**src/rtl/uart_irq_pkg.sv**
```systemverilog
package uart_irq_pkg;

  localparam int BUS_W  = 16;
  localparam int ADDR_W = 3;

  // register word addresses
  localparam logic [ADDR_W-1:0] A_IRQ_STAT = 3'd0;
  localparam logic [ADDR_W-1:0] A_IRQ_SET  = 3'd1;
  localparam logic [ADDR_W-1:0] A_IRQ_CLR  = 3'd2;
  localparam logic [ADDR_W-1:0] A_IRQ_MASK = 3'd3;
  localparam logic [ADDR_W-1:0] A_LIVE     = 3'd4;
  localparam logic [ADDR_W-1:0] A_RX_LVL   = 3'd5;
  localparam logic [ADDR_W-1:0] A_TX_LVL   = 3'd6;

  // live status bit positions
  localparam int ST_RX_TRIG  = 0;
  localparam int ST_RX_EMPTY = 1;
  localparam int ST_RX_FULL  = 2;
  localparam int ST_TX_EMPTY = 3;
  localparam int ST_TX_FULL  = 4;
  localparam int ST_TX_TRIG  = 13;
  localparam int ST_FOLD_W   = 5;

  // sticky status bit positions
  localparam int IS_RX_OVR  = 5;
  localparam int IS_FRAME   = 6;
  localparam int IS_PARITY  = 7;
  localparam int IS_TIMEOUT = 8;
  localparam int IS_MODEM   = 9;
  localparam int IS_TX_TRIG = 10;
  localparam int IS_TX_OVF  = 12;

  typedef struct packed {
    logic rx_ovr;
    logic frame;
    logic parity;
    logic timeout;
    logic modem;
    logic tx_ovf;
  } evt_t;

  // live status from counts, depths and levels
  function automatic logic [BUS_W-1:0] live_word(
    input logic [31:0] rxc, input logic [31:0] rxd, input logic [31:0] rxt,
    input logic [31:0] txc, input logic [31:0] txd, input logic [31:0] txt);
    logic [BUS_W-1:0] w;
    w = '0;
    w[ST_RX_TRIG]  = (rxc >= rxt);
    w[ST_RX_EMPTY] = (rxc == 32'd0);
    w[ST_RX_FULL]  = (rxc == rxd);
    w[ST_TX_EMPTY] = (txc == 32'd0);
    w[ST_TX_FULL]  = (txc == txd);
    w[ST_TX_TRIG]  = (txc >= txt);
    return w;
  endfunction

  // sticky set sources: folded live bits, remapped TX trigger, events
  function automatic logic [BUS_W-1:0] sticky_sources(
    input logic [BUS_W-1:0] live, input evt_t ev);
    logic [BUS_W-1:0] s;
    s = '0;
    s[ST_FOLD_W-1:0] = live[ST_FOLD_W-1:0];
    s[IS_TX_TRIG]    = live[ST_TX_TRIG];
    s[IS_RX_OVR]     = ev.rx_ovr;
    s[IS_FRAME]      = ev.frame;
    s[IS_PARITY]     = ev.parity;
    s[IS_TIMEOUT]    = ev.timeout;
    s[IS_MODEM]      = ev.modem;
    s[IS_TX_OVF]     = ev.tx_ovf;
    return s;
  endfunction

  // sticky next value: clear first, then set, so a set is never lost
  function automatic logic [BUS_W-1:0] sticky_next(
    input logic [BUS_W-1:0] cur, input logic [BUS_W-1:0] clr,
    input logic [BUS_W-1:0] set);
    return (cur & ~clr) | set;
  endfunction

endpackage

```
**src/rtl/uart_irq_live.sv**
```systemverilog
module uart_irq_live
  import uart_irq_pkg::*;
#(
  parameter int RX_DEPTH = 64,
  parameter int TX_DEPTH = 64,
  parameter int RX_CW    = $clog2(RX_DEPTH + 1),
  parameter int TX_CW    = $clog2(TX_DEPTH + 1)
) (
  input  logic [RX_CW-1:0] rx_count,
  input  logic [TX_CW-1:0] tx_count,
  input  logic [RX_CW-1:0] rx_level,
  input  logic [TX_CW-1:0] tx_level,
  output logic [BUS_W-1:0] live_o
);

  always_comb begin
    live_o = live_word(32'(rx_count), 32'(RX_DEPTH), 32'(rx_level),
                       32'(tx_count), 32'(TX_DEPTH), 32'(tx_level));
  end

endmodule

```
**src/rtl/uart_irq_level.sv**
```systemverilog
module uart_irq_level #(
  parameter int W   = 7,
  parameter int RST = 32
) (
  input  logic         clk,
  input  logic         rst_n,
  input  logic         we,
  input  logic [W-1:0] din,
  output logic [W-1:0] q
);

  always_ff @(posedge clk) begin
    if (!rst_n)  q <= W'(RST);
    else if (we) q <= din;
  end

endmodule

```
**src/rtl/uart_irq_mask.sv**
```systemverilog
module uart_irq_mask #(
  parameter int W = 16
) (
  input  logic         clk,
  input  logic         rst_n,
  input  logic         set_we,
  input  logic         clr_we,
  input  logic [W-1:0] bits,
  output logic [W-1:0] mask_q
);

  logic [W-1:0] mask_d;

  always_comb begin
    mask_d = mask_q;
    if (set_we)      mask_d = mask_q | bits;
    else if (clr_we) mask_d = mask_q & ~bits;
  end

  always_ff @(posedge clk) begin
    if (!rst_n) mask_q <= '0;
    else        mask_q <= mask_d;
  end

endmodule

```
**src/rtl/uart_irq_sticky.sv**
```systemverilog
module uart_irq_sticky
  import uart_irq_pkg::*;
(
  input  logic             clk,
  input  logic             rst_n,
  input  logic [BUS_W-1:0] set_vec,
  input  logic [BUS_W-1:0] clr_vec,
  output logic [BUS_W-1:0] isr_q
);

  always_ff @(posedge clk) begin
    if (!rst_n) isr_q <= '0;
    else        isr_q <= sticky_next(isr_q, clr_vec, set_vec);
  end

endmodule

```
**src/rtl/uart_irq_unit.sv**
```systemverilog
module uart_irq_unit
  import uart_irq_pkg::*;
#(
  parameter int RX_DEPTH  = 64,
  parameter int TX_DEPTH  = 64,
  parameter int LEVEL_RST = 32
) (
  input  logic                             clk,
  input  logic                             rst_n,
  input  logic [$clog2(RX_DEPTH+1)-1:0]    rx_count,
  input  logic [$clog2(TX_DEPTH+1)-1:0]    tx_count,
  input  logic                             ev_rx_overrun,
  input  logic                             ev_frame_err,
  input  logic                             ev_parity_err,
  input  logic                             ev_rx_timeout,
  input  logic                             ev_modem,
  input  logic                             ev_tx_overflow,
  input  logic                             wr_en,
  input  logic [2:0]                       wr_addr,
  input  logic [15:0]                      wr_data,
  input  logic [2:0]                       rd_addr,
  output logic [15:0]                      rd_data,
  output logic                             irq
);

  localparam int RX_CW = $clog2(RX_DEPTH + 1);
  localparam int TX_CW = $clog2(TX_DEPTH + 1);

  // named write strobes
  logic we_irq_stat, we_irq_set, we_irq_clr, we_rx_lvl, we_tx_lvl;
  assign we_irq_stat = wr_en && (wr_addr == A_IRQ_STAT);
  assign we_irq_set  = wr_en && (wr_addr == A_IRQ_SET);
  assign we_irq_clr  = wr_en && (wr_addr == A_IRQ_CLR);
  assign we_rx_lvl   = wr_en && (wr_addr == A_RX_LVL);
  assign we_tx_lvl   = wr_en && (wr_addr == A_TX_LVL);

  logic [RX_CW-1:0] rx_level_q;
  logic [TX_CW-1:0] tx_level_q;
  logic [BUS_W-1:0] live_w, set_vec, clr_vec, mask_q, isr_q;
  evt_t             evt;

  uart_irq_level #(.W(RX_CW), .RST(LEVEL_RST)) u_rx_level (
    .clk(clk), .rst_n(rst_n), .we(we_rx_lvl),
    .din(wr_data[RX_CW-1:0]), .q(rx_level_q));

  uart_irq_level #(.W(TX_CW), .RST(LEVEL_RST)) u_tx_level (
    .clk(clk), .rst_n(rst_n), .we(we_tx_lvl),
    .din(wr_data[TX_CW-1:0]), .q(tx_level_q));

  uart_irq_live #(.RX_DEPTH(RX_DEPTH), .TX_DEPTH(TX_DEPTH)) u_live (
    .rx_count(rx_count), .tx_count(tx_count),
    .rx_level(rx_level_q), .tx_level(tx_level_q), .live_o(live_w));

  always_comb begin
    evt.rx_ovr  = ev_rx_overrun;
    evt.frame   = ev_frame_err;
    evt.parity  = ev_parity_err;
    evt.timeout = ev_rx_timeout;
    evt.modem   = ev_modem;
    evt.tx_ovf  = ev_tx_overflow;
    set_vec     = sticky_sources(live_w, evt);
    clr_vec     = we_irq_stat ? wr_data : '0;
  end

  uart_irq_sticky u_sticky (
    .clk(clk), .rst_n(rst_n), .set_vec(set_vec), .clr_vec(clr_vec),
    .isr_q(isr_q));

  uart_irq_mask #(.W(BUS_W)) u_mask (
    .clk(clk), .rst_n(rst_n), .set_we(we_irq_set), .clr_we(we_irq_clr),
    .bits(wr_data), .mask_q(mask_q));

  assign irq = |(mask_q & isr_q);

  always_comb begin
    case (rd_addr)
      A_IRQ_STAT: rd_data = isr_q;
      A_IRQ_MASK: rd_data = mask_q;
      A_LIVE:     rd_data = live_w;
      A_RX_LVL:   rd_data = BUS_W'(rx_level_q);
      A_TX_LVL:   rd_data = BUS_W'(tx_level_q);
      default:    rd_data = '0;
    endcase
  end

endmodule

```
**config.mk**
```make
export PLATFORM = sky130hd
export DESIGN_NAME = uart_irq_unit
export DESIGN_NICKNAME = d
export VERILOG_FILES = /design/src/rtl/uart_irq_pkg.sv /design/src/rtl/uart_irq_live.sv /design/src/rtl/uart_irq_level.sv /design/src/rtl/uart_irq_mask.sv /design/src/rtl/uart_irq_sticky.sv /design/src/rtl/uart_irq_unit.sv
export SDC_FILE = /design/constraint.sdc
export NUM_CORES = 1
export LEC_CHECK = 0
export BUFFER_PORTS_ARGS = -buffer_cell sky130_fd_sc_hd__buf_2
export CAP_MARGIN = 10
export CORE_AREA = 2 2 85 87
export DETAILED_ROUTE_END_ITERATION = 6
export DIE_AREA = 0 0 87 89
export GPL_ROUTABILITY_DRIVEN = 0
export GPL_TIMING_DRIVEN = 1
export HOLD_SLACK_MARGIN = 0.1
export MAX_ROUTING_LAYER = met4
export PLACE_DENSITY_LB_ADDON = 0.08
export SETUP_SLACK_MARGIN = 0.4
export SKIP_LAST_GASP = 1
export SLEW_MARGIN = 20
export SYNTH_ARGS = -nofsm -noshare
export SYNTH_HDL_FRONTEND = slang
export SYNTH_SLANG_ARGS = --single-unit
```
**constraint.sdc**
```tcl
create_clock -name clk -period 1.7 [get_ports clk]
set_input_delay 0.17 -clock clk [delete_from_list [all_inputs] [get_ports clk]]
set_output_delay 0.17 -clock clk [all_outputs]
set_load 0.005 [all_outputs]
```
## Word-level counts from Yosys, hierarchy flattened

Cells that the tools add are included.

- Bitwise operators: 7
- Reductions and logical operators: 11
- Order comparisons: 2
- Multiplexer cells: 4
- Equal/unequal tests: 10

Operators by type and width:

| kind | number |
|---|---|
| 16-bit one-hot mux with 5 select lines | 1 |
| 16-bit AND | 3 |
| 16-bit two-way mux | 3 |
| 16-bit inverter | 2 |
| 16-bit by 13-bit OR with 16-bit output | 1 |
| 16-bit OR | 1 |
| 16-bit OR reduction | 1 |
| 3-bit equality test, second input constant | 5 |
| 7-bit equality test, second input constant | 2 |
| 7-bit >= comparator | 2 |
| 7-bit logical NOT | 2 |
| 3-bit by 2-bit equality test with 1-bit output, second input constant | 2 |
| 3-bit logical NOT | 2 |
| 1-bit logical AND | 5 |
| 3-bit by 1-bit equality test with 1-bit output, second input constant | 1 |
| 2-bit nonzero test | 1 |

- Register bits after elaboration: 46
- Word-level logic and storage cells: 38

## Logic depth before layout (Yosys ltp)

- Depth in word-level cells: 6
- Depth in mapped cells: 6
- Mapped depth without buffers: 6

## Modules after synthesis

A second synthesis with hierarchy kept.

- Cells, all modules: 327
- Area, all modules: 3,005.4 sq um

Modules (own cells, without submodules):

| module | instances | cells each | area an instance (sq um) | seq. area each (sq um) |
|---|---|---|---|---|
| uart_irq_unit | 1 | 97 | 719.4 | 0.0 |
| uart_irq_mask | 1 | 70 | 698.2 | 320.3 |
| uart_irq_sticky | 1 | 50 | 571.8 | 320.3 |
| uart_irq_level | 2 | 22 | 262.8 | 140.1 |
| uart_irq_live | 1 | 66 | 490.5 | 0.0 |

## Worst setup path after synthesis

Ideal clock, no wire load.

- Kind: register to output
- Start: register u_tx_level.q[6]
- End: output port rd_data[13]
- Setup slack: 278 ps
- Cell stages (with the launch flop): 7
- Arrival: 1,252 ps
- Buffers on the path: 0
- Path through: dfxtp_1 -> inv_1 -> ha_1 -> a21oi_1 -> and3_1 -> o21ai_0 -> a31o_1

- Longest elaborated chain between the ends: 2

Ends and longest elaborated chain:

| element | RTL line | text |
|---|---|---|
| from (decl) | uart_irq_level.sv:9 | `output logic [W-1:0] q` |
| from (signal assigned) | uart_irq_level.sv:13 | `if (!rst_n) q <= W'(RST);` |
| from (signal assigned) | uart_irq_level.sv:14 | `else if (we) q <= din;` |
| 7-bit >= comparator | uart_irq_pkg.sv:53 | `w[ST_TX_TRIG] = (txc >= txt);` |
| 16-bit one-hot mux with 5 select lines | uart_irq_unit.sv:76 | `case (rd_addr)` |
| to (decl) | uart_irq_unit.sv:22 | `output logic [15:0] rd_data,` |

Every way passes these cells.

## Worst setup path after layout

- Start: register u_tx_level.q[2]
- End: output port rd_data[13]

Same word-level chain as after synthesis.

==> impl_metrics.tcl <==
set metrics [dict create \
    clkTransAtPathRegs_ns 0.09 \
    p_sw_uw 635 \
    clock_power_share_pct 30.9 \
    holdPathStages 3 \
    synth-seq-cells 46 \
    drc 0 \
    clock_sinks 46 \
    hold_class "input port to register" \
    tritoncts "built" \
    violations "negative setup slack" \
    period_minus_slack_ns 1.84 \
    yosysWarnings 0 \
    grt_first_pass_wirelength_mm 12.7 \
    syn_nets 363 \
    num_rows 30 \
    antenna_left 0 \
    p_comb_share_pct 19.7 \
    period_share_pct 108 \
    peakVddDrop_mv 0.329 \
    worstSetupPathType "register to primary output" \
    muxShareOfSynthArea_pct 4.48 \
    via_per_inst 5.47 \
    start_util_pct 39.9 \
    rrSetupSlack_ns 0 \
    coreArea_mm2 0.00672 \
    synth_top_family_by_area "simple AND/OR/NAND/NOR gates" \
    routed_wl_mm 7.93 \
    synth_compound_area_share_pct 22.7 \
    worst_ep_arrival_time_ns 1.67 \
    drive_above_1_share_pct 37.3 \
    syn_avg_cell_area_um2 8.82 \
    synthXorXnorAreaFrac_pct 0 \
    slew_violations 0 \
    crit_fanout 2 \
    timing.fmax_ghz 0.542 \
    numPortBuffers 61 \
    regToRegStartpoint "u_rx_level.q[2]" \
    syn2layout_area_growth_pct 34.8 \
    die_w_um 87 \
    p_int_uw 1670 \
    critPathCaptureType "primary output" \
    holdPathEnd "u_sticky.isr_q[8]" \
    preCtsSetupSlack_ns 0.0825 \
    io_pins 62 \
    antenna_cells 0 \
    fin_ws_ns -0.144 \
    synth_cell_types 42 \
    overflow 0 \
    final.setup_skew_ns 0.00254 \
    worstPathRequired_ns 1.53 \
    grt_start_max_net_pins 25 \
    grt.total_usage_pct 21.7 \
    power_density_mw_per_mm2 637 \
    yosys.area_share.simple_pct 26.2 \
    reg2reg_to "u_sticky.isr_q[0]" \
    cts.root.buffer_cell "clkbuf_8" \
    setup_viol 2 \
    slew_headroom_pct 69.8 \
    place_inst 436 \
    dieArea_mm2 0.00774 \
    leakagePower_uw 0.00149 \
    yosysSeqAreaShare_pct 34.4 \
    finish.utilization_pct 53.8 \
    worstSetupStartpointType "register" \
    reg2regPathDepth 10 \
    power_frac_seq_pct 49.3 \
    wl_per_cell_um 16.8 \
    cts_max_level 2 \
    grt_pass1_vias 2490 \
    dp_hpwl_mm 5.49 \
    status "complete, but fails checks" \
    drt_iter0_drc 147 \
    cts_buffer_depth 2 \
    numCtsBuffers 5 \
    synthAdderAreaFrac_pct 6.54 \
    drv_cap 0 \
    sw_frac_of_total_pct 27.6 \
    hold_violations 0 \
    finalPower_uw 2300 \
    vias 2578 \
    drt_pre_antenna_iters 4 \
    synthesis.area_mm2 0.00268 \
    fin_nets 449 \
    die_h_um 89 \
    clkLatencyLatePin_ns 0.30 \
    netlist_instances 304 \
    antenna_found_initial 0 \
    rsz0062_at_grt "true" \
    fin_cells 471 \
    hold_start "ev_rx_timeout" \
    final.setup.tns_ns -0.220 \
    tightestPinTransition_ns 0.449 \
]
[logic make-up after synthesis]
group                    count (synthesis)
AND/OR/NAND/NOR                        115
AO/OA/AOI/OAI                           85
flip-flops                              46
buffers and inverters                   32
adder cells (fa/ha/maj)                 14
multiplexers                            12
[how the worst max path moves through the flow]
| stage | slack (ns) | to | depth (start not counted) | start |
|---|---|---|---|---|
| after floorplan | 0.34 | rd_data[0] | 6 | u_rx_level.q[2] |
| after global placement | 0.08 | rd_data[3] | 6 | tx_count[2] |
| after detailed placement | 0.08 | rd_data[3] | 6 | tx_count[2] |
| after CTS | -0.12 | rd_data[13] | 7 | u_tx_level.q[2] |
| after global routing | -0.25 | rd_data[13] | 7 | u_tx_level.q[2] |
| final | -0.14 | rd_data[13] | 7 | u_tx_level.q[2] |
[what timing repair did]
action / CTS / global route
buffers inserted: 12 / 7
pin swaps: 14 / 12
hold buffers: 8 / 0
setup endpoints to repair: 19 / 15
gates resized for setup: 35 / 14
hold endpoints to repair: 8 / 0
[routing by layer]
metal	GRT usage, %	share of wire [%]	up-vias
li1	-	-	1286
met1	29.8	48	1218
met2	34.4	47	66
met3	2.95	4.3	8
met4	4.40	0.98	0
met5	-	0	-
[layout by cell type, fill, tap and decap left out, types with 3 or more instances in the layout]
cell type	n
a22oi_1	31
nand2_1	32
o21a_1	4
nand3_1	6
ha_4	7
nor2_1	10
inv_2	4
nor2b_1	40
buf_2	58
a21boi_1	4
buf_4	24
mux2i_1	12
buf_6	4
a31o_1	3
a221oi_2	4
clkbuf_8	6
inv_1	10
a31oi_1	3
a22o_1	4
dfxtp_2	17
nand4_1	6
ha_1	7
dlygate4sd3_1	8
a221oi_1	6
a21oi_1	12
dfxtp_1	29
[synth_stat cells, drive strengths merged]
cell type / instances / area (um2)
nand2b: 2 / 12.5
mux2i: 12 / 120
a32o: 1 / 10.0
a31oi: 5 / 31.3
nand4: 6 / 37.5
nand3b: 2 / 15.0
nor2b: 40 / 250
a21boi: 4 / 30.0
a31o: 3 / 26.3
dfxtp: 46 / 921
a221oi: 10 / 87.6
o21a: 4 / 30.0
and4bb: 2 / 25.0
nor3b: 1 / 7.51
clkbuf: 8 / 30.0
nand3: 6 / 30.0
o21ai: 5 / 25.0
a311oi: 1 / 8.76
nor4b: 1 / 23.8
nand2: 32 / 120
nor3: 2 / 26.3
or4: 2 / 22.5
a22oi: 31 / 233
a21oi: 14 / 70.1
ha: 14 / 175
nand4b: 2 / 30.0
o211ai: 1 / 7.51
and3: 2 / 12.5
and2: 2 / 12.5
a22o: 4 / 35.0
inv: 15 / 56.3
a21o: 2 / 15.0
nor4: 2 / 18.8
buf: 9 / 66.3
nor2: 11 / 57.6
[final cells by class]
class,count,area (um2)
clock buffer,7,86.3
clock inverter,1,5.00
fill,666,3110
inverter,15,58.8
multi-input combinational,226,1790
sequential,46,942
tap,80,100
timing repair buffer,96,636
[stage by stage]
step / instance area [um2] / hold slack [ns]
2_1_floorplan: 2710 / 0.257
3_3_place_gp: 3090 / 0.371
3_5_place_dp: 3090 / 0.377
4_1_cts: 3480 / 0.103
5_1_grt: 3610 / 0.128
6_report: 3610 / 0.100
[power by group through the flow]
| stage | clock network [uW] | logic [uW] | registers (uW) |
|---|---|---|---|
| global route | 764 | 502 | 1140 |
| global placement | 0 | 355 | 1160 |
| floorplan | 0 | 201 | 1150 |
| finish | 712 | 455 | 1140 |
| detailed placement | 0 | 359 | 1160 |
| CTS | 722 | 417 | 1140 |
[critical path, stage by stage (launching register included)]
cell	delay, ns
dfxtp_2	0.34
inv_2	0.05
ha_4	0.21
a21o_1	0.16
a31oi_2	0.16
o21ai_2	0.10
a31o_1	0.22
buf_2	0.13
Power figures use the tool's default switching activity.
